[config.mk]
export PLATFORM = sky130hd
export DESIGN_NAME = adc_seq_ctrl
export DESIGN_NICKNAME = d
export VERILOG_FILES = /design/src/rtl/adc_seq_pkg.sv /design/src/rtl/adc_ctrl_regs.sv /design/src/rtl/adc_step_timer.sv /design/src/rtl/adc_sar_core.sv /design/src/rtl/adc_seq_ctrl.sv
export SDC_FILE = /design/constraint.sdc
export NUM_CORES = 1
export LEC_CHECK = 0
export ABC_AREA = 1
export BUFFER_PORTS_ARGS = -buffer_cell sky130_fd_sc_hd__buf_2
export CORE_MARGIN = 3
export CORE_UTILIZATION = 58
export CTS_CLUSTER_DIAMETER = 40
export DETAILED_ROUTE_END_ITERATION = 12
export HOLD_SLACK_MARGIN = 0.08
export PLACE_DENSITY = 0.87
export SKIP_LAST_GASP = 1
export SYNTH_ARGS = -nofsm -noshare
export SYNTH_HDL_FRONTEND = slang
export SYNTH_HIERARCHICAL = 1
export SYNTH_SLANG_ARGS = --single-unit
[constraint.sdc]
create_clock -name clk -period 13.6 [get_ports clk]
set_clock_uncertainty 0.15 [all_clocks]
set_input_delay 0.68 -clock clk [delete_from_list [all_inputs] [get_ports clk]]
set_output_delay 0.68 -clock clk [all_outputs]
set_load 0.02 [all_outputs]
[src/rtl/adc_seq_pkg.sv]
package adc_seq_pkg;

    localparam int RES_W    = 10;
    localparam int CH_W     = 4;
    localparam int BUS_W    = 8;
    localparam int BASE_CYC = 39;
    localparam int MAX_CYC  = BASE_CYC * 32;
    localparam int CNT_W    = $clog2(MAX_CYC + 1);
    localparam int STEP_W   = $clog2(RES_W);
    localparam int PROD_W   = CNT_W + STEP_W + 1;

    localparam logic [1:0] ADDR_CTRL1  = 2'd0;
    localparam logic [1:0] ADDR_CTRL2  = 2'd1;
    localparam logic [1:0] ADDR_RES_HI = 2'd2;
    localparam logic [1:0] ADDR_STAT   = 2'd3;

    typedef enum logic [1:0] {
        MODE_OFF    = 2'b00,
        MODE_SINGLE = 2'b01,
        MODE_RSVD   = 2'b10,
        MODE_REPEAT = 2'b11
    } mode_e;

    typedef struct packed {
        logic              start;
        mode_e             mode;
        logic              ain_off;
        logic [CH_W-1:0]   chan;
    } ctrl1_t;

    typedef struct packed {
        logic        ladder_on;
        logic        fixed_one;
        logic [2:0]  tsel;
        logic        fixed_zero;
    } ctrl2_t;

    localparam ctrl1_t CTRL1_RST = '{start: 1'b0, mode: MODE_OFF,
                                     ain_off: 1'b1, chan: '0};
    localparam ctrl2_t CTRL2_RST = '{ladder_on: 1'b0, fixed_one: 1'b0,
                                     tsel: 3'b000, fixed_zero: 1'b0};

    // Cycles per conversion; zero marks a reserved code.
    function automatic logic [CNT_W-1:0] period_of(input logic [2:0] tsel);
        case (tsel)
            3'b000:  return CNT_W'(BASE_CYC);
            3'b010:  return CNT_W'(BASE_CYC * 2);
            3'b011:  return CNT_W'(BASE_CYC * 4);
            3'b100:  return CNT_W'(BASE_CYC * 8);
            3'b101:  return CNT_W'(BASE_CYC * 16);
            3'b110:  return CNT_W'(BASE_CYC * 32);
            default: return '0;
        endcase
    endfunction

    // Last cycle index of decision step k within a period of per cycles.
    function automatic logic [CNT_W-1:0] step_end(input logic [CNT_W-1:0] per,
                                                  input logic [STEP_W-1:0] k);
        logic [PROD_W-1:0] prod;
        prod = PROD_W'(per) * (PROD_W'(k) + PROD_W'(1));
        return CNT_W'(prod / PROD_W'(RES_W) - PROD_W'(1));
    endfunction

endpackage

[src/rtl/adc_ctrl_regs.sv]
module adc_ctrl_regs
    import adc_seq_pkg::*;
(
    input  logic                clk,
    input  logic                rst,
    input  logic                sleep_req,
    input  logic                bus_wr,
    input  logic                bus_rd,
    input  logic [1:0]          bus_addr,
    input  logic [BUS_W-1:0]    bus_wdata,
    output logic [BUS_W-1:0]    bus_rdata,
    input  logic                busy,
    input  logic                eoc,
    input  logic [RES_W-1:0]    result,
    output ctrl1_t              c1,
    output ctrl2_t              c2,
    output logic                res_read
);

    localparam int HI_W = BUS_W;
    localparam int LO_W = RES_W - HI_W;

    always_ff @(posedge clk) begin
        if (rst || sleep_req) begin
            c1 <= CTRL1_RST;
            c2 <= CTRL2_RST;
        end else begin
            c1.start <= 1'b0;
            if (bus_wr && bus_addr == ADDR_CTRL1)
                c1 <= ctrl1_t'(bus_wdata);
            if (bus_wr && bus_addr == ADDR_CTRL2)
                c2 <= ctrl2_t'(bus_wdata[5:0]);
        end
    end

    always_comb begin
        case (bus_addr)
            ADDR_CTRL1:  bus_rdata = c1;
            ADDR_CTRL2:  bus_rdata = {2'b00, c2};
            ADDR_RES_HI: bus_rdata = result[RES_W-1 -: HI_W];
            default:     bus_rdata = {eoc, busy, {(BUS_W-2-LO_W){1'b0}}, result[LO_W-1:0]};
        endcase
    end

    assign res_read = bus_rd && (bus_addr == ADDR_RES_HI);

    a_r10_sleep_clears_regs: assert property (@(posedge clk) disable iff (rst)
        sleep_req |=> (c1 == CTRL1_RST && c2 == CTRL2_RST));

    a_r3_start_one_cycle: assert property (@(posedge clk) disable iff (rst)
        (c1.start && !(bus_wr && bus_addr == ADDR_CTRL1)) |=> !c1.start);

endmodule

[src/rtl/adc_step_timer.sv]
module adc_step_timer
    import adc_seq_pkg::*;
(
    input  logic               clk,
    input  logic               rst,
    input  logic               abort,
    input  logic               launch,
    input  logic [CNT_W-1:0]   period_in,
    output logic               run,
    output logic               step_hit,
    output logic               final_hit,
    output logic [STEP_W-1:0]  step_idx
);

    logic [CNT_W-1:0] cyc;
    logic [CNT_W-1:0] per;

    assign step_hit  = run && (cyc == step_end(per, step_idx));
    assign final_hit = step_hit && (step_idx == STEP_W'(RES_W - 1));

    always_ff @(posedge clk) begin
        if (rst || abort) begin
            run      <= 1'b0;
            cyc      <= '0;
            per      <= '0;
            step_idx <= '0;
        end else if (launch) begin
            run      <= 1'b1;
            cyc      <= '0;
            per      <= period_in;
            step_idx <= '0;
        end else if (run) begin
            cyc <= cyc + 1'b1;
            if (final_hit)
                run <= 1'b0;
            else if (step_hit)
                step_idx <= step_idx + 1'b1;
        end
    end

    a_r6_cycle_in_period: assert property (@(posedge clk) disable iff (rst)
        run |-> (cyc < per));

    a_r6_step_in_range: assert property (@(posedge clk) disable iff (rst)
        run |-> (step_idx < STEP_W'(RES_W)));

endmodule

[src/rtl/adc_sar_core.sv]
module adc_sar_core
    import adc_seq_pkg::*;
(
    input  logic               clk,
    input  logic               rst,
    input  logic               abort,
    input  logic               launch,
    input  logic               step_hit,
    input  logic               final_hit,
    input  logic [STEP_W-1:0]  step_idx,
    input  logic               cmp_in,
    input  logic               res_read,
    output logic [RES_W-1:0]   trial,
    output logic [RES_W-1:0]   result,
    output logic               eoc,
    output logic               irq
);

    localparam logic [RES_W-1:0] TOP_BIT = {1'b1, {(RES_W-1){1'b0}}};

    logic [RES_W-1:0] sel_mask;
    logic [RES_W-1:0] resolved;

    assign sel_mask = TOP_BIT >> step_idx;
    assign resolved = cmp_in ? trial : (trial & ~sel_mask);

    always_ff @(posedge clk) begin
        if (rst || abort) begin
            trial <= '0;
        end else if (launch) begin
            trial <= TOP_BIT;
        end else if (final_hit) begin
            trial <= '0;
        end else if (step_hit) begin
            trial <= resolved | (sel_mask >> 1);
        end
    end

    always_ff @(posedge clk) begin
        if (rst) begin
            result <= '0;
            eoc    <= 1'b0;
            irq    <= 1'b0;
        end else begin
            irq <= final_hit && !abort;
            if (final_hit && !abort) begin
                result <= resolved;
                eoc    <= 1'b1;
            end else if (res_read) begin
                eoc <= 1'b0;
            end
        end
    end

    a_r7_irq_single_cycle: assert property (@(posedge clk) disable iff (rst)
        irq |=> !irq);

    a_r7_irq_with_eoc: assert property (@(posedge clk) disable iff (rst)
        irq |-> eoc);

endmodule

[src/rtl/adc_seq_ctrl.sv]
module adc_seq_ctrl
    import adc_seq_pkg::*;
(
    input  logic               clk,
    input  logic               rst,
    input  logic               sleep_req,
    input  logic               bus_wr,
    input  logic               bus_rd,
    input  logic [1:0]         bus_addr,
    input  logic [7:0]         bus_wdata,
    output logic [7:0]         bus_rdata,
    input  logic               cmp_in,
    output logic [3:0]         chan_sel,
    output logic               ain_off,
    output logic               ladder_en,
    output logic [9:0]         dac_code,
    output logic               busy,
    output logic               eoc,
    output logic               irq
);

    ctrl1_t            c1;
    ctrl2_t            c2;
    logic              res_read;
    logic [RES_W-1:0]  result;
    logic              run;
    logic              step_hit;
    logic              final_hit;
    logic [STEP_W-1:0] step_idx;
    logic [CNT_W-1:0]  period;
    logic              mode_ok;
    logic              launch;

    assign period  = period_of(c2.tsel);
    assign mode_ok = (c1.mode == MODE_SINGLE || c1.mode == MODE_REPEAT) && (period != '0);
    assign launch  = !sleep_req && mode_ok &&
                     ((c1.start && !run) || (final_hit && c1.mode == MODE_REPEAT));

    adc_ctrl_regs u_regs (
        .clk       (clk),
        .rst       (rst),
        .sleep_req (sleep_req),
        .bus_wr    (bus_wr),
        .bus_rd    (bus_rd),
        .bus_addr  (bus_addr),
        .bus_wdata (bus_wdata),
        .bus_rdata (bus_rdata),
        .busy      (run),
        .eoc       (eoc),
        .result    (result),
        .c1        (c1),
        .c2        (c2),
        .res_read  (res_read)
    );

    adc_step_timer u_timer (
        .clk       (clk),
        .rst       (rst),
        .abort     (sleep_req),
        .launch    (launch),
        .period_in (period),
        .run       (run),
        .step_hit  (step_hit),
        .final_hit (final_hit),
        .step_idx  (step_idx)
    );

    adc_sar_core u_sar (
        .clk       (clk),
        .rst       (rst),
        .abort     (sleep_req),
        .launch    (launch),
        .step_hit  (step_hit),
        .final_hit (final_hit),
        .step_idx  (step_idx),
        .cmp_in    (cmp_in),
        .res_read  (res_read),
        .trial     (dac_code),
        .result    (result),
        .eoc       (eoc),
        .irq       (irq)
    );

    assign busy      = run;
    assign chan_sel  = c1.chan;
    assign ain_off   = c1.ain_off;
    assign ladder_en = c2.ladder_on | run;

    a_r2_start_needs_mode: assert property (@(posedge clk) disable iff (rst)
        $rose(busy) |-> ($past(c1.mode) == MODE_SINGLE || $past(c1.mode) == MODE_REPEAT));

    a_r10_sleep_aborts: assert property (@(posedge clk) disable iff (rst)
        sleep_req |=> (!busy && !irq));

    a_r5_dac_idle_zero: assert property (@(posedge clk) disable iff (rst)
        !busy |-> (dac_code == '0));

endmodule

==> run_results.csv, run 1 <==
group,metric,value,unit
hold_path,min_path_type,"register to register",
drt,dr.first_iter.drc_count,488,
synth,synthArstFlopShare,0,%
synth,yosys.area.top_type,"dfxtp_1",
flow_run,drv_cap,0,
place,port_buffers,42,
timing,setup_viol,0,
status,status,"complete, no violations",
setup_path,start_kind,"register",
drt,via_per_inst,5.23,
setup_path,critPathMaxStageDelay,0.75,ns
setup_path,cpMostUsedCell,"nand2_2",
drt,totalWireLength,14000,um
setup_path,cp_data_arrival_time,11.89,ns
synth,netlist_instances,993,
place,dpl.hpwl,11100,um
setup_path,critPathMaxFanout,20,
synth,yosysUniqueCellTypes,42,
final_layout,fillers,916,
die,chipHeight,111,um
drt,firstDrtPassIters,5,
final_layout,multi_input_area,0.00432,sq mm
synth,synth_area_per_cell,6.41,sq um
timing,fin_crit,11.76,ns
setup_path,slowest_stage,"nor2_1",
timing,max_freq,0.0851,GHz
place,gp_congestion,0.982,
final_layout,areaGrowthSynthToFinish,7.47,%
power_and_ir_drop,total_power,377,uW
clocking,ctsResizeCount,0,
timing,drv_slew,0,
die,die_area,0.0123,sq mm
timing,tns,0,ns
timing,rsz0062_at_grt,"false",
timing,fin_crit_sh,86.4,%
drt,postRouteAntennaNets,0,
clocking,cts_hold_buf,0,
timing,slew_headroom,34.1,%
clocking,clock_path_buffers,2,
place,dp.cells,1156,
synth,ys.flop_type,"dfxtp_1",
power_and_ir_drop,vdd_drop_max,69.0,uV
clocking,clk_pin_slew,0.08,ns
final_layout,drive_gt1_share,17.2,%
synth,ys_top_cells_by_area,"dfxtp_1, nand2_1, inv_1",
global_routing,grt_use_total,23.1,%
drt,drcViolationCount,0,
global_routing,antenna_found_initial,0,
power_and_ir_drop,p_leak,0.00361,uW
timing,tightest_slew,0.985,ns
timing,hold_ws,0.368,ns
die,initial_utilization,60.6,%
global_routing,grt_start_max_net_pins,24,
place,dp_worst_setup_slack,1.96,ns
final_layout,ff_latch_area,0.00126,sq mm
clocking,cts_buffers,9,
final_layout,nNetsFinal,1102,
global_routing,grt-ovfl-total,0,
die,num_rows,37,
clocking,cts.sink_count,63,
synth,netlist_area,0.00636,sq mm
clocking,cts_setup_buffers,0,
synth,yosys_warnings,6,
synth,yosysMostFrequentCell,"nand2_1",
synth,ys_top_cells_by_count,"nand2_1, inv_1, nor2_1",
setup_path,critPathKind,"register to register",
synth,ys_ff_latch,63,
timing,setup_ws,1.84,ns
power_and_ir_drop,power.density,55.1,mW/mm^2
final_layout,n_antenna_cell,0,
die,coreArea,0.0105,sq mm
clocking,clock_latency,0.35,ns
clocking,cts_tree,"built",
final_layout,stdcell_count,1172,
synth,syn_nets,1064,
die,io_pins,43,
die,die_x,111,um
setup_path,critPathRequiredTime,13.73,ns
clocking,clock-root-buffer,"clkbuf_8",
synth,yosysSeqAreaShare,19.8,%
clocking,htreeDepth,3,
global_routing,grt_pass1_vias,5740,
global_routing,grt_pass1_wl,24600,um
timing,finalHoldViolations,0,
synth,synth_top_area_share,19.8,%
drt,vias,6135,
synth,synth_edf_count,0,
drt,routedWlPerCell,11.9,um
setup_path,crit_path_end_kind,"register",
==> layout make-up <==
| class | count | area share (%) |
|---|---|---|
| Sequential cell | 63 | 18.4 |
| Timing Repair Buffer | 42 | 3.07 |
| Inverter | 178 | 9.80 |
| Tap cell | 136 | 2.49 |
| Clock inverter | 7 | 1.17 |
| Clock buffer | 9 | 1.81 |
| Multi-Input combinational cell | 737 | 63.2 |
==> sequential cells by signal, summed over array words and instances (netlist names) <==
signal / flops
u_timer/cyc: 11
u_timer/per: 11
u_sar/result: 10
u_sar/trial: 10
u_regs/c1: 8
u_regs/c2: 6
u_timer/step_idx: 4
u_sar/eoc: 1
u_sar/irq: 1
u_timer/run: 1
==> per-stage QoR <==
stage,util (%),instance area (sq um)
detailed placement,63.2,6640
CTS,65.1,6840
floorplan,-,6360
global placement,63.2,6640
global route,65.1,6840
finish,65.1,6840
==> logic make-up (layout without fill, tap and decap cells) <==
| kind of cell | Yosys count | after routing | share of synthesized area, % |
|---|---|---|---|
| AO/OA/AOI/OAI | 119 | 119 | 10.4 |
| XOR/XNOR | 20 | 20 | 2.75 |
| adder cells (fa/ha/maj) | 55 | 55 | 14.0 |
| buffers and inverters | 193 | 236 | 12.2 |
| AND/OR/NAND/NOR | 543 | 543 | 40.8 |
| flip-flops | 63 | 63 | 19.8 |
==> layer usage <==
metal	global-route usage, %	vias to the layer above	part of all wire, %
met5	0	-	0
met3	3.49	24	5.6
li1	-	3192	-
met4	7.06	0	2.0
met2	39.8	190	47
met1	29.7	2729	45
==> report_power, final <==
part	switching, uW	internal (uW)
Combinational	13.5	6.00
Sequential	0.951	185
Clock	84.4	86.8
Total	98.9	278
==> worst max-delay path: cells and delay by family (launching register included) <==
kind	cells	cell delay (ns)
AO/OA/AOI/OAI	10	1.70
adder cells (fa/ha/maj)	5	2.17
buffers and inverters	9	1.10
XOR/XNOR	1	0.30
AND/OR/NAND/NOR	53	5.77
flip-flops	1	0.52
==> cells in the final DEF, fill, tap and decap left out, drive strengths merged <==
cell,n
or2,8
nand2,282
and3,1
xnor2,4
nand4,13
clkbuf,9
o21bai,4
o21ai,45
or4,1
a21oi,65
dfxtp,63
o22ai,1
o21a,2
inv,178
buf,42
a21boi,1
ha,28
bufinv,1
and2,1
clkinv,5
nand3,107
nand3b,1
nor3,7
xor2,16
nor2,122
clkinvlp,1
fa,27
o211ai,1
==> worst paths after layout <==
path | to | start | slack [ns] | depth (start not counted)
worst max-delay path | u_sar/result[3]$_SDFFE_PP0P_ | u_timer/step_idx[0]$_SDFFE_PP0P_ | 1.84 | 78
worst min-delay path | u_sar/result[9]$_SDFFE_PP0P_ | u_sar/trial[9]$_SDFFE_PP0P_ | 0.37 | 2
worst max register to register | u_sar/result[3]$_SDFFE_PP0P_ | u_timer/step_idx[0]$_SDFFE_PP0P_ | 1.84 | 78
worst min register to register | u_sar/result[9]$_SDFFE_PP0P_ | u_sar/trial[9]$_SDFFE_PP0P_ | 0.37 | 2
Note: power is estimated with default switching activity, not from simulation.
==> run 2, diff against run 1 <==
--- a/config.mk
+++ b/config.mk
@@ -8,11 +8,11 @@
 export ABC_AREA = 1
 export BUFFER_PORTS_ARGS = -buffer_cell sky130_fd_sc_hd__buf_2
 export CORE_MARGIN = 3
-export CORE_UTILIZATION = 58
+export CORE_UTILIZATION = 60
 export CTS_CLUSTER_DIAMETER = 40
 export DETAILED_ROUTE_END_ITERATION = 12
 export HOLD_SLACK_MARGIN = 0.08
-export PLACE_DENSITY = 0.87
+export PLACE_DENSITY = 0.89
 export SKIP_LAST_GASP = 1
 export SYNTH_ARGS = -nofsm -noshare
 export SYNTH_HDL_FRONTEND = slang
==> run 2 against run 1 <==
Register-to-register slack worse by 0.15 ns. Combinational power about the same. Critical endpoint unchanged. Highest routed layer unchanged. Final area is 0.18% lower.
==> run_results.csv, run 2 (synthesis results as in run 1) <==
group,metric,value,unit
status,status,"complete, no violations",
final_layout,layout_commonest_cell,"nand2_1",
clocking,clock-root-buffer,"clkbuf_8",
setup_path,critPathMaxStageDelay,0.77,ns
setup_path,cp-startpoint,"u_timer/step_idx[0]$_SDFFE_PP0P_",
drt,totalWireLength,14200,um
die,coreArea,0.0100,sq mm
setup_path,cp_data_arrival_time,12.04,ns
die,chipHeight,109,um
die,initial_utilization,63.4,%
timing,fin_crit_sh,87.5,%
place,gp_congestion,0.948,
setup_path,critPathKind,"register to register",
timing,finalHoldViolations,0,
timing,drv_slew,0,
global_routing,grt_pass1_wl,24400,um
final_layout,areaGrowthSynthToFinish,7.27,%
drt,dr.first_iter.drc_count,499,
final_layout,stdcell_area,0.00683,sq mm
timing,slew_headroom,32.5,%
place,port_buffers,42,
final_layout,nNetsFinal,1102,
final_layout,mostFrequentLayoutCells,"nand2_1, inv_1, nor2_1",
drt,firstDrtPassIters,5,
timing,rsz0062_at_grt,"false",
clocking,cts_hold_buf,0,
hold_path,min_path_type,"register to register",
setup_path,reg2reg_depth,78,
setup_path,critPathMaxFanout,20,
power_and_ir_drop,p_leak,0.00362,uW
final_layout,multi_input_area,0.00432,sq mm
timing,setup_viol,0,
hold_path,hold_depth,2,
clocking,cts_setup_buffers,0,
place,placed_area,0.00663,sq mm
setup_path,slowest_stage,"nor2_1",
drt,vias,6262,
global_routing,antenna_found_initial,0,
drt,postRouteAntennaNets,0,
die,die_x,109,um
timing,fin_crit,11.91,ns
drt,via_per_inst,5.36,
clocking,cts_buffers,9,
timing,tns,0,ns
final_layout,top_regs,"u_timer/cyc (11), u_timer/per (11)",
setup_path,start_kind,"register",
setup_path,crit_path_end_kind,"register",
final_layout,n_antenna_cell,0,
final_layout,fillers,869,
final_layout,ff_latch_area,0.00126,sq mm
global_routing,grt_use_total,24.9,%
global_routing,grt-ovfl-total,0,
clocking,ctsResizeCount,0,
die,io_pins,43,
flow_run,drv_cap,0,
final_layout,drive_gt1_share,17.2,%
clocking,cts.sink_count,63,
clocking,clk_pin_slew,0.08,ns
global_routing,grt_pass1_vias,5726,
hold_path,worstHoldStart,"u_regs/c1[4]$_SDFFE_PP1P_",
clocking,clock_latency,0.35,ns
drt,routedWlPerCell,12.1,um
die,num_rows,36,
power_and_ir_drop,vdd_drop_max,76.1,uV
power_and_ir_drop,power.density,53.8,mW/mm^2
setup_path,timing.rr.start,"u_timer/step_idx[0]$_SDFFE_PP0P_",
clocking,htreeDepth,3,
setup_path,critPathRequiredTime,13.73,ns
clocking,cts_tree,"built",
setup_path,cpMostUsedCell,"nand2_2",
timing,tightest_slew,1.01,ns
clocking,clock_path_buffers,2,
timing,max_freq,0.0840,GHz
place,dpl.hpwl,11400,um
die,die_area,0.0119,sq mm
global_routing,grt_start_max_net_pins,24,
drt,drcViolationCount,0,
-- run 2: cell count changes in the layout (fill, tap and decap cells not counted) --
| cell | delta |
|---|---|
| inv_6 | +1 |
| clkinvlp_4 | -1 |
| inv_8 | -1 |
| clkinv_4 | -1 |
| clkinv_2 | +2 |
-- run 2: routing by layer --
layer  vias up  share of wire, %  track usage, %
met3        40               4.9            3.67
met2       172                47            42.0
met4         0               2.9            8.93
met5         -                 0               0
li1       3188                 -               -
met1      2862                45            32.3
-- run 2: layout make-up --
type / instances / share of cell area (%)
inverter: 178 / 9.82
clock buffer: 9 / 1.81
timing repair buffer: 42 / 3.08
tap: 133 / 2.44
multi-input combinational: 737 / 63.3
clock inverter: 7 / 1.04
sequential: 63 / 18.5
-- run 2: worst paths after layout --
path	endpoint	slack, ns
worst max-delay path	u_sar/result[3]$_SDFFE_PP0P_	1.69
worst min-delay path	u_regs/c1[4]$_SDFFE_PP1P_	0.34
worst max register to register	u_sar/result[3]$_SDFFE_PP0P_	1.69
worst min register to register	u_regs/c1[4]$_SDFFE_PP1P_	0.34
-- run 2: critical path: cells and delay by family (launching register included) --
kind                       cells  cell delay [ns]
and+or+nand+nor               54             5.94
adders and majority gates      5             2.19
AOI/OAI and AO/OA             10             1.67
buffers and inverters          8             1.07
DFF                            1             0.52
xor gates and xnor gates       1             0.30
-- run 2: metrics by stage --
step / hold slack, ns / utilization (%) / std cells / setup WS (ns) / total power [uW]
2_1_floorplan: 0.324 / - / 993 / 3.48 / 205
3_3_place_gp: 0.327 / 66.0 / 1153 / 2.38 / 209
3_5_place_dp: 0.327 / 66.0 / 1153 / 1.83 / 210
4_1_cts: 0.342 / 68.0 / 1169 / 1.81 / 370
5_1_grt: 0.378 / 68.0 / 1169 / 0.436 / 383
6_report: 0.342 / 68.0 / 1169 / 1.69 / 368
-- run 2: power breakdown --
part / total (uW) / leakage [uW] / internal, uW / switching [uW]
Sequential: 186 / 0.000508 / 185 / 0.912
Combinational: 19.3 / 0.00300 / 6.00 / 13.3
Clock: 162 / 0.000104 / 85.2 / 76.9
Total: 368 / 0.00362 / 276 / 91.2
==> run 3, diff against run 2 <==
--- a/config.mk
+++ b/config.mk
@@ -7,13 +7,15 @@
 export LEC_CHECK = 0
 export ABC_AREA = 1
 export BUFFER_PORTS_ARGS = -buffer_cell sky130_fd_sc_hd__buf_2
+export CORE_ASPECT_RATIO = 0.9
 export CORE_MARGIN = 3
 export CORE_UTILIZATION = 60
 export CTS_CLUSTER_DIAMETER = 40
 export DETAILED_ROUTE_END_ITERATION = 12
-export HOLD_SLACK_MARGIN = 0.08
+export HOLD_SLACK_MARGIN = 0.06
 export PLACE_DENSITY = 0.89
 export SKIP_LAST_GASP = 1
+export SLEW_MARGIN = 40
 export SYNTH_ARGS = -nofsm -noshare
 export SYNTH_HDL_FRONTEND = slang
 export SYNTH_HIERARCHICAL = 1
==> run 3 against run 2 <==
Sequential cell count is the same. First-iteration DRC count fell by 22%. Combinational power about the same. Non-clock buffer count stayed put. Largest power group is now clock.
==> run_results.csv, run 3 (synthesis results as in run 1) <==
group,metric,value,unit
drt,wl_met3,745,um
final_layout,fillers,858,
power_and_ir_drop,power.density,60.5,mW/mm^2
final_layout,drive_gt1_share,17.3,%
drt,dr_wl_met2,6940,um
global_routing,grt_start_max_net_pins,24,
hold_path,hold_depth,2,
die,chipHeight,104,um
drt,dr.first_iter.drc_count,388,
setup_path,r2r_end,"u_timer/per[6]$_SDFFE_PP0P_",
setup_path,critPathMaxStageDelay,0.54,ns
timing,rsz0062_at_grt,"false",
global_routing,grt_pass1_vias,5930,
hold_path,hold_end,"u_regs/c1[4]$_SDFFE_PP1P_",
drt,vias,6192,
place,gp_congestion,0.971,
setup_path,critPathRequiredTime,13.62,ns
timing,slew_headroom,53.8,%
timing,setup_viol,0,
global_routing,grt_use_total,25.0,%
setup_path,cpMostUsedCell,"nand2_1",
status,status,"complete, no violations",
global_routing,grt-ovfl-total,0,
drt,firstDrtPassIters,5,
drt,routedWlPerCell,12.4,um
power_and_ir_drop,p_leak,0.00364,uW
hold_path,worstHoldStart,"u_regs/c1[4]$_SDFFE_PP1P_",
timing,tightest_slew,0.691,ns
setup_path,critPathMaxFanout,23,
hold_path,min_path_type,"register to register",
place,port_buffers,42,
timing,drv_slew,0,
timing,fin_crit,11.71,ns
clocking,cts_hold_buf,0,
die,io_pins,43,
setup_path,worstPathBufferInverterCount,11,
drt,drcViolationCount,0,
power_and_ir_drop,vdd_drop_max,74.2,uV
clocking,ctsResizeCount,0,
flow_run,drv_cap,0,
drt,via_per_inst,5.32,
final_layout,layout_commonest_cell,"nand2_1",
final_layout,n_antenna_cell,0,
final_layout,areaGrowthSynthToFinish,8.65,%
clocking,clock-root-buffer,"clkbuf_16",
global_routing,antenna_found_initial,0,
final_layout,multi_input_area,0.00433,sq mm
die,coreArea,0.0103,sq mm
final_layout,nNetsFinal,1102,
die,num_rows,35,
final_layout,top_regs,"u_timer/cyc (11), u_timer/per (11)",
die,initial_utilization,61.8,%
drt,dr.max_layer_used,"met4",
global_routing,grt_pass1_wl,25400,um
clocking,clock_latency,0.32,ns
clocking,clk_pin_slew,0.06,ns
drt,postRouteAntennaNets,0,
place,dpl.hpwl,11200,um
setup_path,start_kind,"register",
final_layout,mostFrequentLayoutCells,"nand2_1, inv_1, nor2_1",
clocking,cts_tree,"built",
setup_path,reg2reg_depth,83,
setup_path,cp_top_family,"simple AND/OR/NAND/NOR gates",
setup_path,critPathKind,"register to register",
timing,hold_ws,0.334,ns
final_layout,ff_latch_area,0.00126,sq mm
timing,tns,0,ns
setup_path,crit_path_end_kind,"register",
clocking,cts_buffers,9,
clocking,htreeDepth,3,
clocking,clock_path_buffers,2,
timing,max_freq,0.0854,GHz
die,die_area,0.0119,sq mm
setup_path,cp_data_arrival_time,11.73,ns
drt,met1_length,6440,um
die,die_x,115,um
clocking,cts.sink_count,63,
timing,finalHoldViolations,0,
setup_path,timing.rr.start,"u_timer/step_idx[0]$_SDFFE_PP0P_",
timing,fin_crit_sh,86.1,%
drt,totalWireLength,14400,um
clocking,cts_setup_buffers,0,
setup_path,slowest_stage,"fa_1",
setup_path,worst-path-stages,83,
setup_path,rrSetupSlack,1.89,ns
-- run 3: power by group --
group	switching [uW]	internal [uW]
combinational	13.6	6.00
sequential	0.939	186
clock	80.0	132
total	94.6	324
-- run 3: routing by layer --
metal | GRT usage (%) | vias to the layer above
met1 | 32.4 | 2811
met2 | 42.4 | 164
li1 | - | 3178
met4 | 7.63 | 0
met5 | 0 | -
met3 | 4.21 | 39
-- run 3: worst register-to-register path, delay by kind of cell, from the launching register on --
kind            cells  cell delay [ns]
simple gates       56             5.31
compound gates     10             1.69
fa+ha+maj           5             2.15
buf+inv            11             1.44
xor+xnor            1             0.33
flops               1             0.51
-- run 3: cell type report --
type                            instances  area share, %
Clock buffer                           11           3.65
Clock inverter                          5          0.470
Inverter                              178           9.70
Multi-Input combinational cell        737           62.6
Sequential cell                        63           18.2
Tap cell                              129           2.33
Timing Repair Buffer                   42           3.04
-- run 3: worst max-delay path by stage --
stage                                startpoint                           end
2_1_floorplan  u_timer/step_idx[0]$_SDFFE_PP0P_  u_timer/per[10]$_SDFFE_PP0P_
3_5_place_dp   u_timer/step_idx[0]$_SDFFE_PP0P_   u_timer/per[5]$_SDFFE_PP0P_
5_1_grt        u_timer/step_idx[0]$_SDFFE_PP0P_   u_timer/per[5]$_SDFFE_PP0P_
3_3_place_gp   u_timer/step_idx[0]$_SDFFE_PP0P_  u_sar/result[5]$_SDFFE_PP0P_
6_report       u_timer/step_idx[0]$_SDFFE_PP0P_   u_timer/per[6]$_SDFFE_PP0P_
4_1_cts        u_timer/step_idx[0]$_SDFFE_PP0P_   u_timer/per[5]$_SDFFE_PP0P_
-- run 3: metrics by stage --
step           util, %  std cells  worst slack, ns  area, sq um  power [uW]
2_1_floorplan        -        993             3.48         6360         205
3_3_place_gp      64.4       1149             2.36         6630         209
3_5_place_dp      64.4       1149             2.08         6630         210
4_1_cts           67.2       1165             1.95         6920         421
5_1_grt           67.2       1165            0.422         6920         432
6_report          67.2       1165             1.89         6920         419
